--- src/rtl/wdw_pkg.sv ---
package wdw_pkg;
  parameter int unsigned CODE_TOP = 11;   // largest legal length code
  parameter logic [7:0]  KICK_KEY = 8'hA5;

  localparam logic [3:0] A_CTRL    = 4'h0;
  localparam logic [3:0] A_CFG     = 4'h1;
  localparam logic [3:0] A_EWARN   = 4'h2;
  localparam logic [3:0] A_IEN_CLR = 4'h4;
  localparam logic [3:0] A_IEN_SET = 4'h5;
  localparam logic [3:0] A_FLAGS   = 4'h6;
  localparam logic [3:0] A_STAT    = 4'h7;
  localparam logic [3:0] A_KICK    = 4'h8;

  typedef struct packed {
    logic aon;
    logic win;
    logic en;
  } ctl_t;

  // Tick count selected by a length code; reserved codes saturate.
  function automatic int unsigned span(input logic [3:0] code, input int unsigned base_log2);
    int unsigned c;
    c = (int'(code) > CODE_TOP) ? CODE_TOP : int'(code);
    return 32'd1 << (base_log2 + c);
  endfunction
endpackage

--- src/rtl/wdw_regs.sv ---
module wdw_regs
  import wdw_pkg::*;
(
  input  logic       clk,
  input  logic       rst_n,
  input  logic       bus_wr,
  input  logic [3:0] bus_addr,
  input  logic [7:0] bus_wdata,
  output logic [7:0] bus_rdata,
  input  logic       ew_hit,
  output ctl_t       ctl,
  output logic [3:0] tmo_code,
  output logic [3:0] win_code,
  output logic [3:0] ew_code,
  output logic       kick,
  output logic       key_ok,
  output logic       irq
);
  logic [7:0] cfg_q;
  logic [3:0] ew_q;
  logic       ien_q, flag_q, busy_q;

  logic wr_ctrl, wr_cfg, wr_ew, wr_kick;
  assign wr_ctrl = bus_wr && (bus_addr == A_CTRL);
  assign wr_cfg  = bus_wr && (bus_addr == A_CFG);
  assign wr_ew   = bus_wr && (bus_addr == A_EWARN);
  assign wr_kick = bus_wr && (bus_addr == A_KICK);

  always_ff @(posedge clk or negedge rst_n) begin
    if (!rst_n) begin
      ctl    <= '0;
      cfg_q  <= 8'hBB;
      ew_q   <= 4'hB;
      ien_q  <= 1'b0;
      flag_q <= 1'b0;
      busy_q <= 1'b0;
    end else begin
      busy_q <= wr_ctrl || wr_cfg || wr_ew || wr_kick;
      if (wr_ctrl) begin
        ctl.win <= bus_wdata[2];
        if (!ctl.aon) begin
          ctl.aon <= bus_wdata[7];
          ctl.en  <= bus_wdata[1] | bus_wdata[7];
        end
      end
      if (wr_cfg) cfg_q <= bus_wdata;
      if (wr_ew)  ew_q  <= bus_wdata[3:0];
      if (bus_wr && bus_addr == A_IEN_SET && bus_wdata[0]) ien_q <= 1'b1;
      else if (bus_wr && bus_addr == A_IEN_CLR && bus_wdata[0]) ien_q <= 1'b0;
      if (ew_hit) flag_q <= 1'b1;
      else if (bus_wr && bus_addr == A_FLAGS && bus_wdata[0]) flag_q <= 1'b0;
    end
  end

  always_comb begin
    unique case (bus_addr)
      A_CTRL:               bus_rdata = {ctl.aon, 4'b0000, ctl.win, ctl.en, 1'b0};
      A_CFG:                bus_rdata = cfg_q;
      A_EWARN:              bus_rdata = {4'b0000, ew_q};
      A_IEN_CLR, A_IEN_SET: bus_rdata = {7'b0, ien_q};
      A_FLAGS:              bus_rdata = {7'b0, flag_q};
      A_STAT:               bus_rdata = {busy_q, 7'b0};
      default:              bus_rdata = 8'h00;
    endcase
  end

  assign tmo_code = cfg_q[3:0];
  assign win_code = cfg_q[7:4];
  assign ew_code  = ew_q;
  assign kick     = wr_kick && ctl.en;
  assign key_ok   = (bus_wdata == KICK_KEY);
  assign irq      = flag_q & ien_q;

  AST_AON_LOCKED: assert property (@(posedge clk) disable iff (!rst_n)
    ctl.aon |=> (ctl.aon && ctl.en));
  AST_FLAG_CLEARED_BY_WRITE: assert property (@(posedge clk) disable iff (!rst_n)
    $fell(flag_q) |-> $past(bus_wr && bus_addr == A_FLAGS && bus_wdata[0]));
endmodule

--- src/rtl/wdw_count.sv ---
module wdw_count
  import wdw_pkg::*;
#(
  parameter int unsigned BASE_LOG2 = 3
) (
  input  logic       clk,
  input  logic       rst_n,
  input  logic       en,
  input  logic       win_en,
  input  logic       tick,
  input  logic       kick,
  input  logic       key_ok,
  input  logic [3:0] tmo_code,
  input  logic [3:0] win_code,
  input  logic [3:0] ew_code,
  output logic       ew_hit,
  output logic       rst_req
);
  localparam int CNT_W  = BASE_LOG2 + CODE_TOP + 2;
  localparam int N_LEN  = 3;   // 0: timeout, 1: window, 2: early warning

  logic [3:0]       codes [N_LEN];
  logic [CNT_W-1:0] lens  [N_LEN];
  assign codes[0] = tmo_code;
  assign codes[1] = win_code;
  assign codes[2] = ew_code;

  for (genvar i = 0; i < N_LEN; i++) begin : g_len
    assign lens[i] = CNT_W'(span(codes[i], BASE_LOG2));
  end

  logic [CNT_W-1:0] cnt, cnt_nx, limit;
  logic             closed, fault;

  assign cnt_nx = cnt + 1'b1;
  assign limit  = win_en ? (lens[0] + lens[1]) : lens[0];
  assign closed = win_en && (cnt < lens[1]);
  assign fault  = !key_ok || closed;
  assign ew_hit = en && !kick && tick && (cnt_nx == lens[2]);

  always_ff @(posedge clk or negedge rst_n) begin
    if (!rst_n) begin
      cnt     <= '0;
      rst_req <= 1'b0;
    end else begin
      rst_req <= 1'b0;
      if (!en) begin
        cnt <= '0;
      end else if (kick) begin
        cnt     <= '0;
        rst_req <= fault;
      end else if (tick) begin
        if (cnt_nx >= limit) begin
          cnt     <= '0;
          rst_req <= 1'b1;
        end else begin
          cnt <= cnt_nx;
        end
      end
    end
  end

  AST_CNT_BELOW_LIMIT: assert property (@(posedge clk) disable iff (!rst_n)
    en |=> (cnt < limit));
  AST_IDLE_QUIET: assert property (@(posedge clk) disable iff (!rst_n)
    !en |=> (cnt == '0 && !rst_req));
  AST_CLOSED_KICK_FAULTS: assert property (@(posedge clk) disable iff (!rst_n)
    (kick && win_en && cnt < lens[1]) |=> rst_req);
  AST_GOOD_KICK_RESTARTS: assert property (@(posedge clk) disable iff (!rst_n)
    (kick && key_ok && !closed) |=> (cnt == '0 && !rst_req));
endmodule

--- src/rtl/wdw_top.sv ---
module wdw_top
  import wdw_pkg::*;
#(
  parameter int unsigned BASE_LOG2 = 3
) (
  input  logic       clk,
  input  logic       rst_n,
  input  logic       tmr_tick,
  input  logic       bus_wr,
  input  logic [3:0] bus_addr,
  input  logic [7:0] bus_wdata,
  output logic [7:0] bus_rdata,
  output logic       irq,
  output logic       rst_req
);
  ctl_t       ctl;
  logic [3:0] tmo_code, win_code, ew_code;
  logic       kick, key_ok, ew_hit;

  wdw_regs u_regs (
    .clk      (clk),
    .rst_n    (rst_n),
    .bus_wr   (bus_wr),
    .bus_addr (bus_addr),
    .bus_wdata(bus_wdata),
    .bus_rdata(bus_rdata),
    .ew_hit   (ew_hit),
    .ctl      (ctl),
    .tmo_code (tmo_code),
    .win_code (win_code),
    .ew_code  (ew_code),
    .kick     (kick),
    .key_ok   (key_ok),
    .irq      (irq)
  );

  wdw_count #(.BASE_LOG2(BASE_LOG2)) u_count (
    .clk     (clk),
    .rst_n   (rst_n),
    .en      (ctl.en),
    .win_en  (ctl.win),
    .tick    (tmr_tick),
    .kick    (kick),
    .key_ok  (key_ok),
    .tmo_code(tmo_code),
    .win_code(win_code),
    .ew_code (ew_code),
    .ew_hit  (ew_hit),
    .rst_req (rst_req)
  );

  AST_RST_ONLY_WHEN_ON: assert property (@(posedge clk) disable iff (!rst_n)
    rst_req |-> $past(ctl.en));
endmodule

--- config.mk ---
export PLATFORM = sky130hd
export DESIGN_NAME = wdw_top
export DESIGN_NICKNAME = d
export VERILOG_FILES = /design/src/rtl/wdw_pkg.sv /design/src/rtl/wdw_regs.sv /design/src/rtl/wdw_count.sv /design/src/rtl/wdw_top.sv
export SDC_FILE = /design/constraint.sdc
export NUM_CORES = 1
export LEC_CHECK = 0
export BUFFER_PORTS_ARGS = -buffer_cell sky130_fd_sc_hd__buf_2
export CAP_MARGIN = 20
export CORE_MARGIN = 2
export CORE_UTILIZATION = 40
export CTS_CLUSTER_DIAMETER = 60
export DETAILED_ROUTE_END_ITERATION = 8
export GPL_TIMING_DRIVEN = 0
export PLACE_DENSITY_LB_ADDON = 0.08
export SYNTH_ARGS = -nofsm -noshare
export SYNTH_HDL_FRONTEND = slang
export SYNTH_HIERARCHICAL = 1
export SYNTH_SLANG_ARGS = --single-unit
--- constraint.sdc ---
create_clock -name clk -period 8.4 [get_ports clk]
set_input_delay 0.84 -clock clk [delete_from_list [all_inputs] [get_ports clk]]
set_output_delay 0.84 -clock clk [all_outputs]
set_load 0.005 [all_outputs]
; ---- Word level (Yosys, flattened, before mapping)
; Cells that the tools add are included.
[classes]
shift = 3
add_sub_neg = 5
bitwise = 3
n_reduce_logical = 26
n_mux = 18
magnitude_cmp = 5
eq_ne = 10
[ops]
columns = cell, count
row1 = $add A2 B32 Y32 const A, 3
row2 = $shl A1 B32 Y16 const A, 3
row3 = $mux W16, 5
row4 = $pmux W8 S6, 1
row5 = $add A16 B1 Y16 const B, 1
row6 = $add A16 B16 Y16, 1
row7 = $eq A16 B16 Y1, 1
row8 = $eq A4 B3 Y1 const B, 4
row9 = $ge A16 B16 Y1, 1
row10 = $lt A16 B16 Y1, 1
row11 = $logic_and A1 B1 Y1, 15
row12 = $gt A4 B4 Y1 const B, 3
row13 = $mux W4, 3
row14 = $mux W1, 9
row15 = $eq A8 B8 Y1 const B, 1
row16 = $eq A4 B1 Y1 const B, 1
row17 = $eq A4 B2 Y1 const B, 1
row18 = $eq A4 B4 Y1 const B, 1
row19 = $logic_not A4 Y1, 1
row20 = $logic_or A1 B1 Y1, 4
row21 = $reduce_bool A2 Y1, 2
row22 = $ne A3 B2 Y1 const B, 1
row23 = $logic_not A1 Y1, 2
row24 = $reduce_and A2 Y1, 1
row25 = 4 further kinds, 4
[word_totals]
ff_bits = 35
elab_cells = 80
input_bits = 16

; ---- Logic depth before layout (Yosys ltp)
; Gate-level depths: netlist of the first run.
[depth]
ltp_word = 11
mapped_depth = 18
ltp_nobuf = 17

; ---- Cells and area by module
; The synthesis of the first run kept the hierarchy.
[modules_own_cells]
columns = module, n_inst, seq_area_each_um2, area_per_inst_um2, cells_each
row1 = wdw_count, 1, 425.4, 3031.7, 413
row2 = wdw_regs, 1, 461.7, 969.7, 84

; ---- Worst setup path after synthesis of the first run
; OpenSTA, ideal clock, no wires.
[synth_timing]
kind = reg-to-reg
startpoint = reg u_regs.cfg_q[3]
endpoint = reg u_count.cnt[1]
t_required_ps = 8317
setup_slack_ps = 4433
n_path_buf = 2
setup_ps = 83
path_stages_with_launch = 18
period_less_slack_ps = 3967
arrival_ps = 3884
path_cell_list = dfstp_2 -> clkbuf_1 -> nand2b_1 -> nor3_1 -> ha_1 -> a21o_1 -> a21o_1 -> o21ai_0 -> a211oi_1 -> a211oi_1 -> ha_1 -> nand4_1 -> nor2_1 -> a2111oi_0 -> o311a_1 -> o21ai_0 -> clkbuf_1 -> o21ai_0
[synth_between]
elab_chain_cells = 11
[synth_rtl]
columns = element, line
row1 = from (decl), wdw_regs.sv:19  ; logic [7:0] cfg_q;
row2 = from (signal assigned), wdw_regs.sv:46  ; if (wr_cfg) cfg_q <= bus_wdata;
row3 = $gt A4 B4 Y1, wdw_pkg.sv:23  ; c = (int'(code) > CODE_TOP) ? CODE_TOP : int'(code);
row4 = $mux W4 *, wdw_pkg.sv:23
row5 = $add A2 B32 Y32 *, wdw_pkg.sv:24  ; return 32'd1 << (base_log2 + c);
row6 = $shl A1 B32 Y16 *, wdw_pkg.sv:24
row7 = $add A16 B16 Y16, wdw_count.sv:36  ; assign limit = win_en ? (lens[0] + lens[1]) : lens[0];
row8 = $mux W16 *, wdw_count.sv:36
row9 = $ge A16 B16 Y1 *, wdw_count.sv:53  ; if (cnt_nx >= limit) begin
row10 = $mux W16 *, wdw_count.sv:53
row11 = $mux W16 *, wdw_count.sv:52  ; end else if (tick) begin
row12 = $mux W16 *, wdw_count.sv:49  ; end else if (kick) begin
row13 = $mux W16 *, wdw_count.sv:47  ; if (!en) begin
row14 = to (signal assigned), wdw_count.sv:57  ; cnt <= cnt_nx;
row15 = to (decl), wdw_count.sv:32  ; logic [CNT_W-1:0] cnt, cnt_nx, limit;
; Every way passes the cells marked *; elsewhere a longest branch is shown, timed or not. The select of a mux whose other input is x is not followed.
; A chain may end at the register's enable or synchronous reset.

; ---- Worst setup path in the final report of the first run
[layout_timing]
startpoint = reg u_regs.cfg_q[3]
endpoint = reg u_count.cnt[13]
; The elaborated chain is that of the path after synthesis.

==> impl_metrics.csv, run 1 <==
group,metric,value,unit
timing,setup_tns,0,ps
synth,synth.distinct_cells,71,
finish,nets,601,
power,pwr-share-seq,32.8,%
power,powerDensity,176,mW/mm^2
power,clkPwrFrac,20.4,%
clock_tree,cts_max_level,2,
floorplan,start_util,41.1,%
synth,synth_area_leader_cell,"dfrtp_1",
timing,hold_viol,0,
worst_setup_path,timing.rr.end,"u_count/cnt[13]$_DFFE_PN0P_",
power,comb_power_share,46.9,%
placed_design,routabilityCongestion,0.836,
timing,tightest_slew,824,ps
global_routing,antenna_found_initial,0,
detailed_routing,drt_wl_total,11100,um
worst_setup_path,required,8560,ps
synth,syn_inst,497,
power,power,0.000781,W
clock_tree,path_clk_slew,80,ps
synth,ys_async_sr_fraction,100,%
worst_setup_path,cp_top_family,"compound AO/OA/AOI/OAI gates",
synth,synth_top_cell_area_share,16.3,%
floorplan,die-area,0.0108,mm^2
worst_setup_path,crit_top_cell,"o21ai_0",
synth,yosysMostFrequentCell,"nand2_1",
worst_setup_path,critPathMaxFanout,10,
floorplan,num_rows,36,
global_routing,grt_pass1_wl,18200,um
global_routing,track_usage,20.7,%
finish,n_antenna_cell,0,
detailed_routing,vias_per_cell,5.65,
placed_design,dp_hpwl,8990,um
timing,min_period,5120,ps
synth,synth-seq-cells,35,
floorplan,die_width,104,um
worst_setup_path,reg2reg_setup_slack,3280,ps
worst_setup_path,r2r_cells,17,
global_routing,grt_pass1_vias,3558,
synth,synthesis.area,0.00400,mm^2
worst_setup_path,r2r-start,"u_regs/cfg_q[3]$_DFFE_PN1P_",
power,p_leak,2.09,nW
synth,synth_edf_count,0,
finish,post-route-util,45.6,%
timing,rsz0062_at_grt,"no",
clock_tree,cts.repair.resized,0,
timing,drv_slew,0,
power,switching_share,42.1,%
detailed_routing,drc,0,
timing,fin_ws,3280,ps
clock_tree,cts_buffers,5,
worst_setup_path,critPathCapture,"u_count/cnt[13]$_DFFE_PN0P_",
clock_tree,cts_setup_buffers,0,
worst_setup_path,cp-end-kind,"flop",
finish,drive_gt1_share,13.4,%
floorplan,ios,26,
clock_tree,cts_root_buffer,"clkbuf_8",
clock_tree,cts_hold_buf,0,
synth,avgSynthCellArea,8.05,um^2
global_routing,grt_max_degree,36,
worst_setup_path,slowest_delay,560,ps
worst_setup_path,crit_arrival,5280,ps
clock_tree,cts.sinks,35,
worst_setup_path,path_class,"reg2reg",
outcome,status,"completed",
flow_run,cap_violations,0,
worst_setup_path,cp_slowest_cell,"dfstp_2",
timing,finalSetupViolCount,0,
worst_setup_path,cp.depth,17,
detailed_routing,initialDrtViolationCount,205,
timing,holdWs,504,ps
worst_hold_path,min_path_type,"reg2reg",
timing,fmax,0.195,GHz
timing,max_slew_margin,45.0,%
synth,ys_seq_area_share,22.2,%
clock_tree,worstSkewPairLatency,290,ps
synth,ys.flop_type,"dfrtp_1",
worst_setup_path,cp-start-kind,"flop",
finish,areaGrowthSynthToFinish,10.9,%
clock_tree,cts_tree,"built",
floorplan,die_y,104,um
detailed_routing,drtPass1Iterations,7,
power,ir_drop,0.101,mV
placed_design,portBuffers,24,
timing,fin_crit_sh,61.0,%
global_routing,grt_overflow,0,
worst_setup_path,startpoint,"u_regs/cfg_q[3]$_DFFE_PN1P_",
synth,synth_area_leaders,"dfrtp_1 16%, ha_1 15%, dfstp_2 5.9%",
detailed_routing,antenna_left,0,
clock_tree,cts_buffer_depth,2,
worst_setup_path,path_cells,"clkbuf_1, nand2b_1, nor3_1, ha_1, o211a_1, a21o_1, o21ai_0, a211oi_1, a211oi_1, ha_1, nand4_1, nor2_1, o21ai_0, o311a_1, o21ai_0, clkbuf_1, o21ai_0",
placed_design,post-place-ws,3330,ps
worst_setup_path,path_buf_inv,2,
timing,fin_skew,10.0,ps
power,p_sw,0.000329,W
detailed_routing,post_drt_wl_per_cell,16.5,um
floorplan,coreArea,0.00973,mm^2
synth,yosys_warnings,6,
synth,yosys-top-cells-count,"49 x nand2_1, 47 x ha_1, 38 x inv_1, 35 x nor2_1, 27 x o21ai_0",
power,intPower,0.000452,W
detailed_routing,vias,3794,
worst min-delay path by stage:
| stage | cells past startpoint | startpoint | slack, ps | endpoint |
|---|---|---|---|---|
| floorplan | 1 | u_regs/flag_q$_DFFE_PN0P_ | 460 | u_regs/flag_q$_DFFE_PN0P_ |
| global placement | 1 | u_regs/ctl[2]$_DFFE_PN0P_ | 480 | u_regs/ctl[2]$_DFFE_PN0P_ |
| detailed placement | 1 | u_regs/ctl[2]$_DFFE_PN0P_ | 490 | u_regs/ctl[2]$_DFFE_PN0P_ |
| CTS | 1 | u_regs/ctl[2]$_DFFE_PN0P_ | 500 | u_regs/ctl[2]$_DFFE_PN0P_ |
| global route | 1 | u_regs/ctl[2]$_DFFE_PN0P_ | 530 | u_regs/ctl[2]$_DFFE_PN0P_ |
| finish | 1 | u_regs/ctl[2]$_DFFE_PN0P_ | 500 | u_regs/ctl[2]$_DFFE_PN0P_ |
power groups by stage:
stage	logic [W]	registers (W)	clock network (W)
floorplan	0.000273	0.000239	0
global placement	0.000357	0.000259	0
detailed placement	0.000361	0.000259	0
CTS	0.000363	0.000256	0.000165
global route	0.000414	0.000263	0.000175
finish	0.000366	0.000256	0.000159
layer usage:
metal / vias to the layer above / track usage [%] / routed length, um
met5: - / 0 / 0
met4: 0 / 4.25 / 113
met3: 10 / 2.69 / 374
met2: 102 / 36.3 / 5380
met1: 1788 / 27.2 / 5210
li1: 1894 / - / -
sequential cells by signal, summed over array words and instances, names as in the netlist:
name and cells:
u_regs/busy_q 1, u_regs/ctl 3, u_count/rst_req 1, u_count/cnt 16, u_regs/cfg_q 8, u_regs/ien_q 1
u_regs/ew_code 4, u_regs/flag_q 1
kinds of logic (layout without fill, tap and decap cells):
kind of cell | after synthesis | after routing | share of synthesized area, %
AO/OA/AOI/OAI | 124 | 124 | 21.0
XOR/XNOR | 18 | 18 | 3.94
adder cells (fa/ha/maj) | 49 | 49 | 15.4
buffers and inverters | 52 | 84 | 5.22
flip-flops | 35 | 35 | 22.2
multiplexers | 21 | 21 | 5.69
other | 2 | 11 | 0.188
AND/OR/NAND/NOR | 196 | 196 | 26.3
stage by stage:
step,std cells,cell area [um^2]
final,671,4440
after global routing,671,4440
after CTS,671,4440
after detailed placement,663,4320
after global placement,663,4320
after floorplan,506,4040
cells in the final DEF (no fill, tap or decap), types with 10 or more instances in the layout:
cell / synthesis / routed
nand2_1: 49 / 49
ha_1: 47 / 47
inv_1: 38 / 38
nor2_1: 35 / 35
o21ai_0: 27 / 27
buf_2: 2 / 26
dfrtp_1: 26 / 26
nor3_1: 24 / 24
a21oi_1: 21 / 21
mux2_2: 14 / 14
nor2b_1: 12 / 12
a21o_1: 11 / 11
conb_1: 2 / 11
nand2b_1: 10 / 10
final cells by class:
type	instances	area, um^2
Buffer	14	66.3
Sequential cell	35	887
Timing Repair Buffer	24	120
Fill cell	1034	5290
Multi-Input combinational cell	419	2940
Clock buffer	6	82.6
Clock inverter	2	35.0
Inverter	38	143
Tap cell	133	166
Note: power is estimated with default switching activity, not from simulation.
==> run 2, diff against run 1 <==
--- a/config.mk
+++ b/config.mk
@@ -5,6 +5,7 @@
 export SDC_FILE = /design/constraint.sdc
 export NUM_CORES = 1
 export LEC_CHECK = 0
+export ABC_AREA = 1
 export BUFFER_PORTS_ARGS = -buffer_cell sky130_fd_sc_hd__buf_2
 export CAP_MARGIN = 20
 export CORE_MARGIN = 2
==> constraint.sdc (replaced) <==
create_clock -name clk -period 4.1 [get_ports clk]
set_input_delay 0.41 -clock clk [delete_from_list [all_inputs] [get_ports clk]]
set_output_delay 0.41 -clock clk [all_outputs]
set_load 0.005 [all_outputs]
==> run 2 against run 1 <==
Compared with the run above: total power increased by 71%; final cell count up 25%; first-iteration DRC count up 54%; final area increased by 5.8%; sequential power rose by 71%; clock skew shrank 3.6 ps; non-clock buffer count is 3 lower; wire length is 6.0% higher; global-route usage grew 0.96 points; combinational power increased by 58%.
==> impl_metrics.csv, run 2 <==
group,metric,value,unit
worst_setup_path,required,4260,ps
timing,fin_crit_sh,90.9,%
floorplan,coreArea,0.0103,mm^2
power,powerDensity,284,mW/mm^2
finish,fin_area,0.00470,mm^2
synth,yosys_warnings,6,
clock_tree,cts_buffers,5,
synth,yosysMostFrequentCell,"nand2_1",
worst_hold_path,min_path_type,"in2async",
placed_design,portBuffers,25,
power,p_leak,2.50,nW
worst_setup_path,path_cells,"a21oi_1, inv_1, nor2_1, inv_1, nor2_2, ha_2, a21oi_2, nor2_1, nor2_2, o21ai_0, nor2_1, nand3_1, nand3_1, o21ai_0, ha_1, nand4_1, nor3_2, o21ai_0, nand3_2, clkbuf_4, o22ai_1",
finish,final_cell_mix,"150 x nand2_1, 113 x inv_1, 64 x nand3_1",
synth,synth_edf_count,0,
synth,synth.distinct_cells,40,
finish,largest_register,"u_count/cnt",
synth,synthesis.area,0.00420,mm^2
power,ir_drop,0.212,mV
finish,mostFrequentLayoutCell,"nand2_1",
global_routing,antenna_found_initial,0,
worst_setup_path,crit_arrival,3890,ps
detailed_routing,drtPass1Iterations,7,
floorplan,ios,26,
detailed_routing,post_drt_wl_per_cell,14.0,um
timing,finalSetupViolCount,0,
floorplan,die-area,0.0113,mm^2
global_routing,grt_pass1_vias,3962,
worst_setup_path,cp-start-kind,"flop",
finish,largest_reg_flops,16,
finish,areaGrowthSynthToFinish,11.8,%
synth,synth_area_leaders,"dfrtp_1 15%, ha_1 14%, nand2_1 13%",
timing,hold_viol,0,
global_routing,grt_max_degree,36,
flow_run,cap_violations,0,
global_routing,grt_overflow,0,
clock_tree,cts_root_buffer,"clkbuf_8",
timing,rsz0062_at_grt,"no",
placed_design,placed_area,0.00453,mm^2
detailed_routing,vias,4251,
detailed_routing,initialDrtViolationCount,315,
timing,drv_slew,0,
worst_setup_path,r2r_cells,21,
timing,fmax,0.268,GHz
finish,n_antenna_cell,0,
detailed_routing,vias_per_cell,5.08,
synth,ys.flop_type,"dfrtp_1",
timing,fin_skew,6.45,ps
placed_design,dp_hpwl,9690,um
synth,synth-seq-cells,35,
timing,min_period,3730,ps
worst_setup_path,critPathMaxFanout,10,
clock_tree,worstSkewPairLatency,300,ps
timing,max_slew_margin,43.6,%
worst_setup_path,slowest_delay,620,ps
synth,syn_inst,658,
detailed_routing,drc,0,
synth,synth_top_cell_area_share,15.5,%
clock_tree,path_clk_slew,80,ps
synth,yosys-top-cells-count,"151 x nand2_1, 113 x inv_1, 65 x nand3_1, 59 x nor2_1, 47 x ha_1",
worst_setup_path,cp-end-kind,"flop",
floorplan,start_util,40.9,%
global_routing,grt_pass1_wl,19500,um
clock_tree,cts_max_level,2,
floorplan,num_rows,37,
synth,ys_async_sr_fraction,100,%
clock_tree,cts.sinks,35,
finish,post-route-util,45.7,%
synth,avgSynthCellArea,6.38,um^2
worst_setup_path,cp_slowest_cell,"dfstp_2",
finish,drive_gt1_share,12.6,%
synth,ys_seq_area_share,21.1,%
placed_design,routabilityCongestion,0.912,
timing,tightest_slew,846,ps
clock_tree,cts_tree,"built",
clock_tree,cts_buffer_depth,2,
outcome,status,"completed",
detailed_routing,antenna_left,0,
floorplan,die_y,106,um
worst_setup_path,path_class,"reg2reg",
detailed_routing,drt_wl_total,11700,um
floorplan,die_width,106,um
finish,nets,764,
global_routing,track_usage,21.7,%
synth,synth_area_leader_cell,"dfrtp_1",
-- run 2: logic make-up (layout without fill, tap and decap cells) --
| family | after synthesis | after routing | synth area share, % |
|---|---|---|---|
| other | 2 | 11 | 0.179 |
| flip-flops | 35 | 35 | 21.1 |
| adder cells (fa/ha/maj) | 48 | 48 | 14.5 |
| AND/OR/NAND/NOR | 329 | 329 | 35.5 |
| buffers and inverters | 123 | 157 | 11.3 |
| XOR/XNOR | 11 | 11 | 2.47 |
| AO/OA/AOI/OAI | 110 | 110 | 14.9 |
-- run 2: final timing paths --
kind	from	end	slack, ps
worst min-delay path	rst_n	u_count/cnt[7]$_DFFE_PN0P_	200
worst min register to register	u_regs/cfg_q[4]$_DFFE_PN1P_	u_regs/cfg_q[4]$_DFFE_PN1P_	500
min in group clk	bus_wdata[7]	u_regs/ctl[2]$_DFFE_PN0P_	340
worst max-delay path	u_regs/cfg_q[7]$_DFFE_PN1P_	u_count/cnt[15]$_DFFE_PN0P_	370
max in group asynchronous	rst_n	u_regs/ctl[1]$_DFFE_PN0P_	3360
worst max register to register	u_regs/cfg_q[7]$_DFFE_PN1P_	u_count/cnt[15]$_DFFE_PN0P_	370
-- run 2: repair_timing --
item / 4_1_cts / 5_1_grt
gates resized for setup: 6 / 10
pin swaps: 1 / 2
endpoints found under the hold margin: 0 / 0
setup buffers: 0 / 2
hold buffers: 0 / 0
setup endpoints to repair: 17 / 17
-- run 2: per-stage QoR --
stage	TNS [ps]	setup slack, ps	hold WS [ps]	cells	power (W)
finish	0	373	204	837	0.00134
global route	0	9.38	283	837	0.00144
CTS	0	43.1	233	836	0.00133
detailed placement	-4840	-502	488	828	0.000993
global placement	-4490	-463	482	828	0.000980
floorplan	0	565	114	667	0.000837
-- run 2: layout make-up --
type | count | area, um^2
Clock buffer | 6 | 72.6
Clock inverter | 2 | 37.5
Tap cell | 136 | 170
Inverter | 114 | 428
Buffer | 8 | 46.3
Timing Repair Buffer | 27 | 140
Fill cell | 1082 | 5580
Multi-Input combinational cell | 509 | 2910
Sequential cell | 35 | 887
-- run 2: report_power, final --
| group | internal, W | switching [W] |
|---|---|---|
| combinational | 0.000197 | 0.000380 |
| clock | 0.000182 | 0.000141 |
| sequential | 0.000389 | 0.0000479 |
-- run 2: layer usage --
layer,routed length [um],share of wire (%),track usage (%),up-vias
li1,-,-,-,2232
met1,5750,49,29.7,1919
met2,5400,46,36.2,89
met3,441,3.8,3.00,11
met4,155,1.3,4.82,0
met5,0,0,0,-
-- run 2: critical path: cells and delay by family (launching register included) --
kind            cells  cell delay [ps]
fa+ha+maj           2              690
simple gates       10             1070
compound gates      6              770
buf+inv             3              430
flops               1              620
==> run 3, diff against run 2 <==
--- a/config.mk
+++ b/config.mk
@@ -8,7 +8,7 @@
 export ABC_AREA = 1
 export BUFFER_PORTS_ARGS = -buffer_cell sky130_fd_sc_hd__buf_2
 export CAP_MARGIN = 20
-export CORE_MARGIN = 2
+export CORE_MARGIN = 4
 export CORE_UTILIZATION = 40
 export CTS_CLUSTER_DIAMETER = 60
 export DETAILED_ROUTE_END_ITERATION = 8
@@ -16,5 +16,4 @@
 export PLACE_DENSITY_LB_ADDON = 0.08
 export SYNTH_ARGS = -nofsm -noshare
 export SYNTH_HDL_FRONTEND = slang
-export SYNTH_HIERARCHICAL = 1
 export SYNTH_SLANG_ARGS = --single-unit
==> run 3 against run 2 <==
Compared with the run above: total power rose by 21%; sequential share of layout area about the same; sequential power grew 11%; clock power rose by 4%; synthesized cell count rose by 1.4%; fmax is 0.96% lower; combinational power rose by 38%; final cell count up 0.96%; final area is 0.19% higher; flip-flop and latch count did not move; utilization increased by 0.085 points; critical path depth shrank 1; critical path type unchanged; largest power group unchanged.
==> impl_metrics.csv, run 3 <==
group,metric,value,unit
outcome,status,"completed",
worst_setup_path,required,4320,ps
timing,drv_slew,0,
worst_setup_path,slowest_delay,600,ps
flow_run,cap_violations,0,
detailed_routing,vias,4378,
synth,synth_top_cell_area_share,15.5,%
timing,fmax,0.266,GHz
floorplan,die_width,111,um
clock_tree,cts_tree,"built",
timing,fin_skew,10.9,ps
timing,max_slew_margin,44.5,%
worst_setup_path,path_buf_inv,3,
finish,largest_reg_flops,16,
global_routing,grt_pass1_wl,20500,um
finish,nets,772,
finish,mostFrequentLayoutCell,"nand2_1",
synth,ys_async_sr_fraction,100,%
timing,fin_crit_sh,91.8,%
clock_tree,cts_buffer_depth,2,
worst_setup_path,path_cells,"a21oi_1, inv_1, nor2_1, inv_1, nor2_2, ha_1, nand2_1, o21ai_0, a31oi_1, nand2_1, nand2_1, nand3_1, o21ai_0, ha_1, a21oi_1, o21ai_0, a21oi_1, nand3_4, clkbuf_4, o22ai_1",
finish,fin_area,0.00470,mm^2
synth,yosys_warnings,0,
finish,areaGrowthSynthToFinish,11.7,%
worst_setup_path,cp_top_family,"compound AO/OA/AOI/OAI gates",
placed_design,routabilityCongestion,0.924,
global_routing,grt_max_degree,36,
synth,yosys-top-cells-count,"156 x nand2_1, 116 x inv_1, 65 x nor2_1, 47 x ha_1, 47 x o21ai_0",
synth,synth_area_leader_cell,"dfrtp_1",
placed_design,dp_cells,837,
global_routing,grt_overflow,0,
floorplan,die_y,111,um
worst_setup_path,r2r-start,"u_regs.cfg_q[7]$_DFFE_PN1P_",
timing,hold_viol,0,
clock_tree,cts.repair.resized,0,
synth,ys.flop_type,"dfrtp_1",
synth,synthesis.area,0.00421,mm^2
finish,n_antenna_cell,0,
clock_tree,cts_setup_buffers,0,
synth,synth_edf_count,0,
synth,synth-seq-cells,35,
worst_setup_path,crit_arrival,3980,ps
global_routing,grtUsageMet1,28.0,%
clock_tree,path_clk_slew,90,ps
synth,syn_inst,667,
placed_design,placed_area,0.00454,mm^2
synth,synth.distinct_cells,38,
finish,drive_gt1_share,12.6,%
floorplan,num_rows,37,
detailed_routing,post_drt_wl_per_cell,14.9,um
worst_setup_path,path_class,"reg2reg",
detailed_routing,initialDrtViolationCount,214,
clock_tree,worstSkewPairLatency,300,ps
detailed_routing,drtPass1Iterations,5,
global_routing,track_usage,20.4,%
worst_hold_path,min_path_type,"in2async",
floorplan,start_util,41.0,%
detailed_routing,vias_per_cell,5.18,
detailed_routing,drt_wl_total,12600,um
global_routing,grt_pass1_vias,4193,
placed_design,portBuffers,25,
synth,yosysMostFrequentCell,"nand2_1",
global_routing,antenna_found_initial,0,
clock_tree,cts_buffers,5,
clock_tree,cts_root_buffer,"clkbuf_8",
floorplan,coreArea,0.0103,mm^2
finish,fin_cells,845,
finish,largest_register,"u_count.cnt",
power,ir_drop,0.168,mV
timing,min_period,3760,ps
worst_setup_path,cp-end-kind,"flop",
synth,ys_seq_area_share,21.1,%
clock_tree,cts.sinks,35,
synth,avgSynthCellArea,6.31,um^2
finish,post-route-util,45.8,%
power,powerDensity,343,mW/mm^2
worst_setup_path,startpoint,"u_regs.cfg_q[7]$_DFFE_PN1P_",
finish,final_cell_mix,"156 x nand2_1, 116 x inv_1, 63 x nor2_1",
placed_design,dp_hpwl,10500,um
timing,tightest_slew,832,ps
timing,setup_tns,0,ps
clock_tree,cts_hold_buf,0,
floorplan,ios,26,
worst_setup_path,cp_slowest_cell,"dfstp_2",
global_routing,grt_busiest_layer,"met2",
detailed_routing,drc,0,
detailed_routing,antenna_left,0,
synth,synth_area_leaders,"dfrtp_1 15%, ha_1 14%, nand2_1 14%",
timing,rsz0062_at_grt,"no",
clock_tree,cts_max_level,2,
timing,finalSetupViolCount,0,
power,p_leak,2.51,nW
global_routing,met2_usage,34.5,%
global_routing,grt_use_met3,2.63,%
worst_setup_path,cp-start-kind,"flop",
worst_setup_path,critPathMaxFanout,10,
floorplan,die-area,0.0122,mm^2
==> run 3: power breakdown <==
part | total [W] | internal [W] | switching [W]
combinational | 0.000794 | 0.000280 | 0.000513
clock | 0.000336 | 0.000182 | 0.000154
sequential | 0.000485 | 0.000410 | 0.0000749
==> run 3: area by class of cell <==
| type | count | area, um^2 |
|---|---|---|
| tap | 136 | 170 |
| clock buffer | 5 | 68.8 |
| inverter | 121 | 454 |
| timing repair buffer | 25 | 125 |
| clock inverter | 3 | 43.8 |
| multi-input combinational | 512 | 2920 |
| sequential | 35 | 887 |
| buffer | 8 | 36.3 |
| fill | 1127 | 5570 |
==> run 3: worst register-to-register path, stage by stage, from the launching register on <==
cell and delay [ps]:
dfstp_2 600, a21oi_1 90, inv_1 110, nor2_1 60, inv_1 90, nor2_2 80, ha_1 380, nand2_1 130
o21ai_0 320, a31oi_1 170, nand2_1 100, nand2_1 50, nand3_1 60, o21ai_0 120, ha_1 320, a21oi_1 140
o21ai_0 90, a21oi_1 220, nand3_4 190, clkbuf_4 240, o22ai_1 140
==> run 3: stage by stage <==
stage	setup WS [ps]	hold slack, ps	power [W]
5_1_grt	4.29	263	0.00177
3_5_place_dp	18.4	491	0.00127
3_3_place_gp	76.6	487	0.00125
2_1_floorplan	804	114	0.00105
6_report	337	198	0.00161
4_1_cts	21.0	223	0.00161
==> run 3: kinds of logic (layout without fill, tap and decap cells) <==
group / Yosys count / in the layout / synth area share, %
flip-flops: 35 / 35 / 21.1
AO/OA/AOI/OAI: 119 / 119 / 15.8
buffers and inverters: 129 / 162 / 11.6
adder cells (fa/ha/maj): 48 / 48 / 14.4
other: 2 / 11 / 0.178
AND/OR/NAND/NOR: 323 / 323 / 34.7
XOR/XNOR: 11 / 11 / 2.29
==> run 3: per-layer routing <==
layer	vias to the layer above	share of wire, %
met5	-	0
met4	0	1.3
met3	13	3.9
met2	88	47
met1	2018	48
li1	2259	-
==> run 3: worst paths after layout <==
path | endpoint | slack [ps] | cells after the start
worst max-delay path | u_count.cnt[5]$_DFFE_PN0P_ | 340 | 20
worst min-delay path | u_count.cnt[12]$_DFFE_PN0P_ | 200 | 1
worst max register to register | u_count.cnt[5]$_DFFE_PN0P_ | 340 | 20
worst min register to register | u_regs.cfg_q[4]$_DFFE_PN1P_ | 510 | 2
max in group asynchronous | u_regs.busy_q$_DFF_PN0_ | 3370 | 1
min in group clk | u_regs.cfg_q[5]$_DFFE_PN1P_ | 360 | 3
